--- config.mk ---
export PLATFORM = sky130hd
export DESIGN_NAME = serial_handshake_ctrl
export DESIGN_NICKNAME = d
export VERILOG_FILES = /design/src/rtl/hs_pkg.sv /design/src/rtl/hs_bus_decode.sv /design/src/rtl/hs_mode_regs.sv /design/src/rtl/hs_pin_engine.sv /design/src/rtl/serial_handshake_ctrl.sv
export SDC_FILE = /design/constraint.sdc
export NUM_CORES = 1
export LEC_CHECK = 0
export ABC_CLOCK_PERIOD_IN_PS = 1600
export BUFFER_PORTS_ARGS = -buffer_cell sky130_fd_sc_hd__clkbuf_2
export CAP_MARGIN = 20
export CORE_AREA = 2 2 39 41
export CTS_BUF_LIST = sky130_fd_sc_hd__clkbuf_8
export CTS_CLUSTER_SIZE = 16
export DETAILED_ROUTE_END_ITERATION = 6
export DIE_AREA = 0 0 41 43
export GPL_TIMING_DRIVEN = 0
export PLACE_DENSITY_LB_ADDON = 0.1
export SETUP_SLACK_MARGIN = 0.1
export SLEW_MARGIN = 25
export SYNTH_ARGS = -nofsm -noshare
export SYNTH_HDL_FRONTEND = slang
export SYNTH_SLANG_ARGS = --single-unit
--- constraint.sdc ---
create_clock -name clk -period 1.6 [get_ports clk]
set_input_delay 0.24 -clock clk [delete_from_list [all_inputs] [get_ports clk]]
set_output_delay 0.24 -clock clk [all_outputs]
set_load 0.05 [all_outputs]
--- src/rtl/hs_pkg.sv ---
// Package hs_pkg
// Shared types for the serial handshake controller: the decoded mode of
// the shared wait/request pin and its reset value.
package hs_pkg;

    typedef struct packed {
        logic enable;   // pin function enabled
        logic req_sel;  // 1 = DMA request, 0 = CPU wait
        logic rx_dir;   // 1 = watch receive buffer, 0 = transmit buffer
    } hs_mode_t;

    localparam hs_mode_t HS_MODE_RESET = '{enable: 1'b0, req_sel: 1'b0, rx_dir: 1'b0};

endpackage

--- src/rtl/hs_bus_decode.sv ---
// Module hs_bus_decode
// Decodes CPU accesses. It keeps the register pointer, flags the cycle in
// which a control write reaches the mode or auxiliary register, and flags,
// as levels, data register accesses for the wait logic.
// Assumes: strobes are held for the whole access and are synchronous to the
// rising clock edge; an access ends when both strobes or chip select drop.
module hs_bus_decode #(
    parameter int DATA_W   = 8,
    parameter int PTR_W    = 4,
    parameter int REG_MODE = 1,
    parameter int REG_DATA = 8,
    parameter int REG_AUX  = 14
) (
    input  logic              clk,
    input  logic              rst_n,
    input  logic              bus_cs,
    input  logic              bus_wr,
    input  logic              bus_rd,
    input  logic              bus_dsel,
    input  logic [DATA_W-1:0] bus_wdata,
    output logic              mode_we,
    output logic              aux_we,
    output logic              tx_access,
    output logic              rx_access
);

    localparam logic [PTR_W-1:0] MODE_IDX = PTR_W'(REG_MODE);
    localparam logic [PTR_W-1:0] DATA_IDX = PTR_W'(REG_DATA);
    localparam logic [PTR_W-1:0] AUX_IDX  = PTR_W'(REG_AUX);

    logic             acc;
    logic             acc_q;
    logic             acc_start;
    logic             acc_done;
    logic             ctrl_start;
    logic [PTR_W-1:0] ptr_q;
    logic             consume_q;
    logic             ptr_at_data;
    logic             unused_wdata;

    assign unused_wdata = ^bus_wdata;

    // Access edges derived from the held strobes.
    assign acc        = bus_cs && (bus_wr || bus_rd);
    assign acc_start  = acc && !acc_q;
    assign acc_done   = !acc && acc_q;
    assign ctrl_start = acc_start && !bus_dsel;

    // Remember whether an access was in progress on the previous cycle.
    always_ff @(posedge clk) begin
        if (!rst_n) acc_q <= 1'b0;
        else        acc_q <= acc;
    end

    // Pointer: load on a control write at zero, consume on the next control access.
    always_ff @(posedge clk) begin
        if (!rst_n) begin
            ptr_q     <= '0;
            consume_q <= 1'b0;
        end else if (acc_done && consume_q) begin
            ptr_q     <= '0;
            consume_q <= 1'b0;
        end else if (ctrl_start) begin
            if (ptr_q == '0) begin
                if (bus_wr) ptr_q <= bus_wdata[PTR_W-1:0];
            end else begin
                consume_q <= 1'b0 | 1'b1;
            end
        end
    end

    // Register write strobes, one cycle at the start of the access.
    assign mode_we = ctrl_start && bus_wr && (ptr_q == MODE_IDX);
    assign aux_we  = ctrl_start && bus_wr && (ptr_q == AUX_IDX);

    // Data register targeting, directly or through the pointer.
    assign ptr_at_data = !bus_dsel && (ptr_q == DATA_IDX);
    assign tx_access   = bus_cs && bus_wr && (bus_dsel || ptr_at_data);
    assign rx_access   = bus_cs && bus_rd && (bus_dsel || ptr_at_data);

    // A control write can hit at most one configuration register.
    AST_SINGLE_REG_WRITE: assert property (@(posedge clk) disable iff (!rst_n)
        $onehot0({mode_we, aux_we}));

    // A pointer-consuming access always returns the pointer to zero afterwards.
    AST_PTR_RETURNS: assert property (@(posedge clk) disable iff (!rst_n)
        (acc_done && consume_q) |=> (ptr_q == '0));

endmodule

--- src/rtl/hs_mode_regs.sv ---
// Module hs_mode_regs
// Holds the shared-pin mode register and the second-pin request enable.
// Fields are taken from fixed bit positions of the write data.
// Assumes: write strobes are single-cycle pulses from hs_bus_decode.
module hs_mode_regs
    import hs_pkg::*;
#(
    parameter int DATA_W   = 8,
    parameter int EN_BIT   = 7,
    parameter int FUNC_BIT = 6,
    parameter int DIR_BIT  = 5,
    parameter int AUX_BIT  = 2
) (
    input  logic              clk,
    input  logic              rst_n,
    input  logic              mode_we,
    input  logic              aux_we,
    input  logic [DATA_W-1:0] wdata,
    output hs_mode_t          mode,
    output logic              aux_req_en
);

    logic unused_wdata;
    assign unused_wdata = ^wdata;

    // Shared-pin mode register; the whole field set is written at once.
    always_ff @(posedge clk) begin
        if (!rst_n) begin
            mode <= HS_MODE_RESET;
        end else if (mode_we) begin
            mode.enable  <= wdata[EN_BIT];
            mode.req_sel <= wdata[FUNC_BIT];
            mode.rx_dir  <= wdata[DIR_BIT];
        end
    end

    // Second-pin request enable.
    always_ff @(posedge clk) begin
        if (!rst_n)      aux_req_en <= 1'b0;
        else if (aux_we) aux_req_en <= wdata[AUX_BIT];
    end

endmodule

--- src/rtl/hs_pin_engine.sv ---
// Module hs_pin_engine
// Computes the level of both pins and registers them on the falling clock
// edge, so every assertion and release lines up with that edge. A wait
// stays in force for as long as its buffer condition holds.
// Assumes: buffer flags and bus levels are stable across the falling edge.
module hs_pin_engine
    import hs_pkg::*;
(
    input  logic     clk,
    input  logic     rst_n,
    input  hs_mode_t mode,
    input  logic     aux_req_en,
    input  logic     tx_access,
    input  logic     rx_access,
    input  logic     tx_full,
    input  logic     rx_empty,
    output logic     share_oe,
    output logic     aux_oe
);

    logic wait_tx;
    logic wait_rx;
    logic req_tx;
    logic req_rx;
    logic share_nxt;
    logic aux_nxt;

    // Decode which function currently owns the shared pin.
    assign wait_tx = mode.enable && !mode.req_sel && !mode.rx_dir;
    assign wait_rx = mode.enable && !mode.req_sel &&  mode.rx_dir;
    assign req_tx  = mode.enable &&  mode.req_sel && !mode.rx_dir;
    assign req_rx  = mode.enable &&  mode.req_sel &&  mode.rx_dir;

    // Next level of the shared pin: wait latches on a blocked access, request tracks status.
    always_comb begin
        share_nxt = 1'b0;
        if (wait_tx)      share_nxt = (tx_access || share_oe) && tx_full;
        else if (wait_rx) share_nxt = (rx_access || share_oe) && rx_empty;
        else if (req_tx)  share_nxt = !tx_full;
        else if (req_rx)  share_nxt = !rx_empty;
    end

    assign aux_nxt = aux_req_en && !tx_full;

    // Pin registers updated on the falling edge only.
    always_ff @(negedge clk) begin
        if (!rst_n) begin
            share_oe <= 1'b0;
            aux_oe   <= 1'b0;
        end else begin
            share_oe <= share_nxt;
            aux_oe   <= aux_nxt;
        end
    end

    AST_DISABLED_QUIET: assert property (@(posedge clk) disable iff (!rst_n)
        !mode.enable |-> !share_oe);

    AST_TX_WAIT_RELEASED: assert property (@(posedge clk) disable iff (!rst_n)
        (wait_tx && !tx_full) |-> !share_oe);

    AST_TX_WAIT_HELD: assert property (@(posedge clk) disable iff (!rst_n)
        (wait_tx && tx_full && $past(wait_tx) && $past(tx_full) && $past(share_oe))
        |-> share_oe);

    AST_RX_WAIT_RELEASED: assert property (@(posedge clk) disable iff (!rst_n)
        (wait_rx && !rx_empty) |-> !share_oe);

    AST_TX_REQ_TRACKS: assert property (@(posedge clk) disable iff (!rst_n)
        req_tx |-> (share_oe == !tx_full));

    AST_RX_REQ_TRACKS: assert property (@(posedge clk) disable iff (!rst_n)
        req_rx |-> (share_oe == !rx_empty));

    AST_AUX_TRACKS: assert property (@(posedge clk) disable iff (!rst_n)
        aux_oe == (aux_req_en && !tx_full));

endmodule

--- src/rtl/serial_handshake_ctrl.sv ---
// Module serial_handshake_ctrl
// Top of the per-channel wait/DMA request controller. Connects the bus
// decoder, the mode registers and the falling-edge pin engine.
// Assumes: bus inputs are synchronous to the rising clock edge; the pin
// outputs are open-drain enables, 1 meaning the pin is pulled low.
module serial_handshake_ctrl
    import hs_pkg::*;
#(
    parameter int DATA_W   = 8,
    parameter int PTR_W    = 4,
    parameter int REG_MODE = 1,
    parameter int REG_DATA = 8,
    parameter int REG_AUX  = 14
) (
    input  logic              clk,
    input  logic              rst_n,
    input  logic              bus_cs,
    input  logic              bus_wr,
    input  logic              bus_rd,
    input  logic              bus_dsel,
    input  logic [DATA_W-1:0] bus_wdata,
    input  logic              tx_full,
    input  logic              rx_empty,
    output logic              wreq_drive_low,
    output logic              aux_req_drive_low
);

    logic     mode_we;
    logic     aux_we;
    logic     tx_access;
    logic     rx_access;
    hs_mode_t mode;
    logic     aux_req_en;

    hs_bus_decode #(
        .DATA_W   (DATA_W),
        .PTR_W    (PTR_W),
        .REG_MODE (REG_MODE),
        .REG_DATA (REG_DATA),
        .REG_AUX  (REG_AUX)
    ) u_decode (
        .clk       (clk),
        .rst_n     (rst_n),
        .bus_cs    (bus_cs),
        .bus_wr    (bus_wr),
        .bus_rd    (bus_rd),
        .bus_dsel  (bus_dsel),
        .bus_wdata (bus_wdata),
        .mode_we   (mode_we),
        .aux_we    (aux_we),
        .tx_access (tx_access),
        .rx_access (rx_access)
    );

    hs_mode_regs #(
        .DATA_W (DATA_W)
    ) u_regs (
        .clk        (clk),
        .rst_n      (rst_n),
        .mode_we    (mode_we),
        .aux_we     (aux_we),
        .wdata      (bus_wdata),
        .mode       (mode),
        .aux_req_en (aux_req_en)
    );

    hs_pin_engine u_pins (
        .clk        (clk),
        .rst_n      (rst_n),
        .mode       (mode),
        .aux_req_en (aux_req_en),
        .tx_access  (tx_access),
        .rx_access  (rx_access),
        .tx_full    (tx_full),
        .rx_empty   (rx_empty),
        .share_oe   (wreq_drive_low),
        .aux_oe     (aux_req_drive_low)
    );

    // A wait on transmit can only be entered when the data register is the target.
    AST_TX_WAIT_NEEDS_TARGET: assert property (@(posedge clk) disable iff (!rst_n)
        (mode.enable && !mode.req_sel && !mode.rx_dir && !$past(wreq_drive_low)
         && $past(mode.enable) && !tx_access && !$past(tx_access))
        |-> !wreq_drive_low);

endmodule

; ---- After elaboration in Yosys (flattened, before gate mapping)
; Cells that the tools add are included.
[totals]
ff_bits = 12
latchBits = 0
ram_bits = 0
mem_bits_ro = 0
inputBits = 16
output_inout_bits = 2
elab_cells = 55
n_memories = 0
[classes]
addsub = 0
mul = 0
n_div = 0
magnitude_cmp = 0
n_eq_ne = 3
shifts = 0
mux = 4
bitwise_logic = 2
reduce_logical = 37
[ops]
columns = op, count
row1 = $logic_and A1 B1 Y1, 22
row2 = $eq A4 B4 Y1 const B, 2
row3 = $logic_not A1 Y1, 7
row4 = $eq A4 B1 Y1 const B, 1
row5 = $logic_not A4 Y1, 1
row6 = $logic_or A1 B1 Y1, 4
row7 = $mux W1, 4
row8 = $reduce_and A3 Y1, 1
row9 = $not A1 Y1, 2
row10 = $reduce_and A2 Y1, 1
row11 = $reduce_or A2 Y1, 1

; ---- Longest topological paths before layout
[logic_depth]
word_depth = 8
mapped_depth = 4

; ---- By module
; A second synthesis with hierarchy kept.
[unflattened]
hier_cells = 61
area_unflattened_um2 = 561.8
[by_module_without_submodules]
columns = mod, n_inst, cells_per_inst, area_each_um2, seq_area_each_um2
row1 = hs_bus_decode, 1, 37, 314.1, 120.1
row2 = hs_mode_regs, 1, 12, 145.1, 80.1
row3 = hs_pin_engine, 1, 12, 102.6, 40.0

==> reports/results.ini <==
[synth]
synth_edf_count = 0
synth_top_area_share_pct = 44.4
synth.area.top_cells = dfxtp_1, mux2i_1, nand2_1
syn_avg_cell_area_um2 = 9.16
ys_types = 26
yosysTopAreaCell = dfxtp_1
ys_seq_area_share_pct = 44.4
yosys_most_used_dff = dfxtp_1
syn_inst = 59
netlist_area_um2 = 541
synthArstFlopShare_pct = 0
synthMostInstantiatedCell = dfxtp_1
synth_warnings = 0
ys_top_cells_by_count = dfxtp_1, nand2_1, nor2_1
ys_ff_latch = 12
mappedNetlistNets = 75

[critical_path]
worstSetupEndpointType = output port
setup.worst_path.start_class = flop
crit_chain = buf_8
worstSetupPathType = flop to output port
cpPeakStageDelay_ps = 330
critPathTopFamily = flip-flops
slowest_stage = dfxtp_2
crit_required_ps = 1360
crit_arrival_ps = 1570
cp_num_buf_inv = 1
critPathMaxFanout = 2

[detailed_routing]
post_drt_wl_per_cell_um = 10.4
via_count = 495
ant_nets = 0
vias_per_cell = 5.05
routed_wirelength_um = 1020
first_iter_violations = 3
drc = 0
dr.pass1.iters = 3

[clocking]
tritoncts = built
cts_max_level = 1
holdBufCountCts = 0
clock_sinks = 12
cts_buffers = 3
insertion_delay_ps = 300
root_buffer = clkbuf_8
path_clk_slew_ps = 50
cts.path.max_buffers = 2

[grt]
antenna_found_initial = 0
grt_pass1_wl_um = 1640
gr-total-overflow = 0
grt_max_degree = 11
grtUsageTotal_pct = 14.0
grt_pass1_vias = 408

[power_and_ir_drop]
p_per_area_nw_per_um2 = 892
p_seq_share_pct = 47.5
combPwrFrac_pct = 8.3
p_sw_share_pct = 22.2
leakagePower_nw = 0.318
switching_power_w = 0.000145
clkPwrFrac_pct = 44.3
vdd_drop_max_v = 0.000552
power_w = 0.000655
p_int_w = 0.000510

[finish]
area_growth_syn_to_layout_pct = 35.9
nNetsFinal = 99
finish.utilization_pct = 53.1
final_layout_size_suffix_gt1_share_pct = 36.6
antenna_cells = 0
finalNonFillerCells = 98

[die]
start_util_pct = 39.1
die_width_um = 41
die_y_um = 43
core_um2 = 1380
num_rows = 14
ios = 18
die-area_um2 = 1760

[min_path]
hp-class = primary input to flop

[timing]
hold_viol_final = 0
finalSetupTns_ps = -612
rsz0062_at_grt = true
slew_headroom_pct = 64.8
finalClockSkew_ps = 65.0
drv_slew = 0
setup_viol_count_final = 3
setup_ws_ps = -213
worstMarginPinSlew_ps = 523

[placed_design]
io_buffer_count = 16
post-dp-hpwl_um = 822
dp.cells = 91
gp_congestion = 0.649
dp_slack_ps = -280

[job]
maxCapViolCount = 0

[outcome]
violations = setup timing
outcome = finished with violations

[routing by layer]
layer | track usage [%] | routed length, um | vias up
li1 | - | - | 259
met1 | 16.6 | 475 | 224
met2 | 20.9 | 482 | 10
met3 | 4.71 | 48 | 2
met4 | 8.00 | 17 | 0
met5 | 0 | 0 | -
[layout make-up]
type / instances / area (um^2)
fill: 146 / 649
timing repair buffer: 18 / 115
clock buffer: 3 / 41.3
multi-input combinational: 43 / 280
buffer: 2 / 18.8
sequential: 12 / 244
tap: 16 / 20.0
inverter: 1 / 3.75
clock inverter: 3 / 11.3
[registers in the layout, indices dropped and copies added (netlist names)]
register and cells:
u_regs.aux_req_en 1, u_pins.share_oe 1, u_decode.ptr_q 4, u_decode.acc_q 1, u_pins.aux_oe 1, u_regs.mode 3, u_decode.consume_q 1
[kinds of logic (layout without fill, tap and decap cells)]
group / after synthesis / count (layout) / share of synthesized area [%]
DFF: 12 / 12 / 44.4
AOI/OAI and AO/OA: 11 / 11 / 13.9
muxes: 5 / 5 / 9.49
buffers and inverters: 4 / 27 / 4.86
and+or+nand+nor: 27 / 27 / 27.3
[worst paths after layout]
path                           start                 end  slack [ps]  depth (start not counted)
setup / recovery     u_pins.share_oe      wreq_drive_low        -210                          1
hold / removal          bus_wdata[5]      u_regs.mode[0]         220                          3
setup reg to reg      u_regs.mode[0]     u_pins.share_oe        -200                          3
hold reg to reg   u_decode.consume_q  u_decode.consume_q         470                          2
[placed cells by master, fill, tap and decap left out]
cell,n
a21boi_0,1
a21oi_1,2
a31oi_1,2
a41oi_1,2
and2_1,1
and3_1,1
and3_2,1
and4b_1,1
and4bb_4,1
buf_4,3
buf_6,1
buf_8,2
clkbuf_2,14
clkbuf_8,3
dfxtp_1,9
dfxtp_2,3
inv_1,4
mux2_2,1
mux2i_1,4
nand2_1,8
nand3_1,1
nand4_1,1
nor2_1,6
nor3_1,3
nor4b_2,1
o21a_1,2
o21ai_0,1
o31ai_1,1
or3_1,1
or4_1,1
[power by group through the flow]
stage,combinational [W],sequential (W),clock (W)
after global routing,0.0000609,0.000312,0.000316
after detailed placement,0.0000546,0.000316,0.0000117
after floorplan,0.0000302,0.000315,0.0000117
after global placement,0.0000545,0.000316,0.0000117
after CTS,0.0000551,0.000311,0.000298
final,0.0000542,0.000311,0.000290
[metrics by stage]
step                      hold WS (ps)  cell area [um^2]
after detailed placement           455               643
after CTS                          221               724
after global routing               236               734
after floorplan                    375               543
after global placement             462               643
final                              221               734
[worst min-delay path: cells and delay by family]
family                 cells  cell delay (ps)
buffers and inverters      1               80
muxes                      1               50
and+or+nand+nor            1               40
[repair_timing]
action	CTS	global route
setup buffers	1	1
gates resized for setup	6	2
endpoints found under the setup margin	3	3
Power figures use the tool's default switching activity.
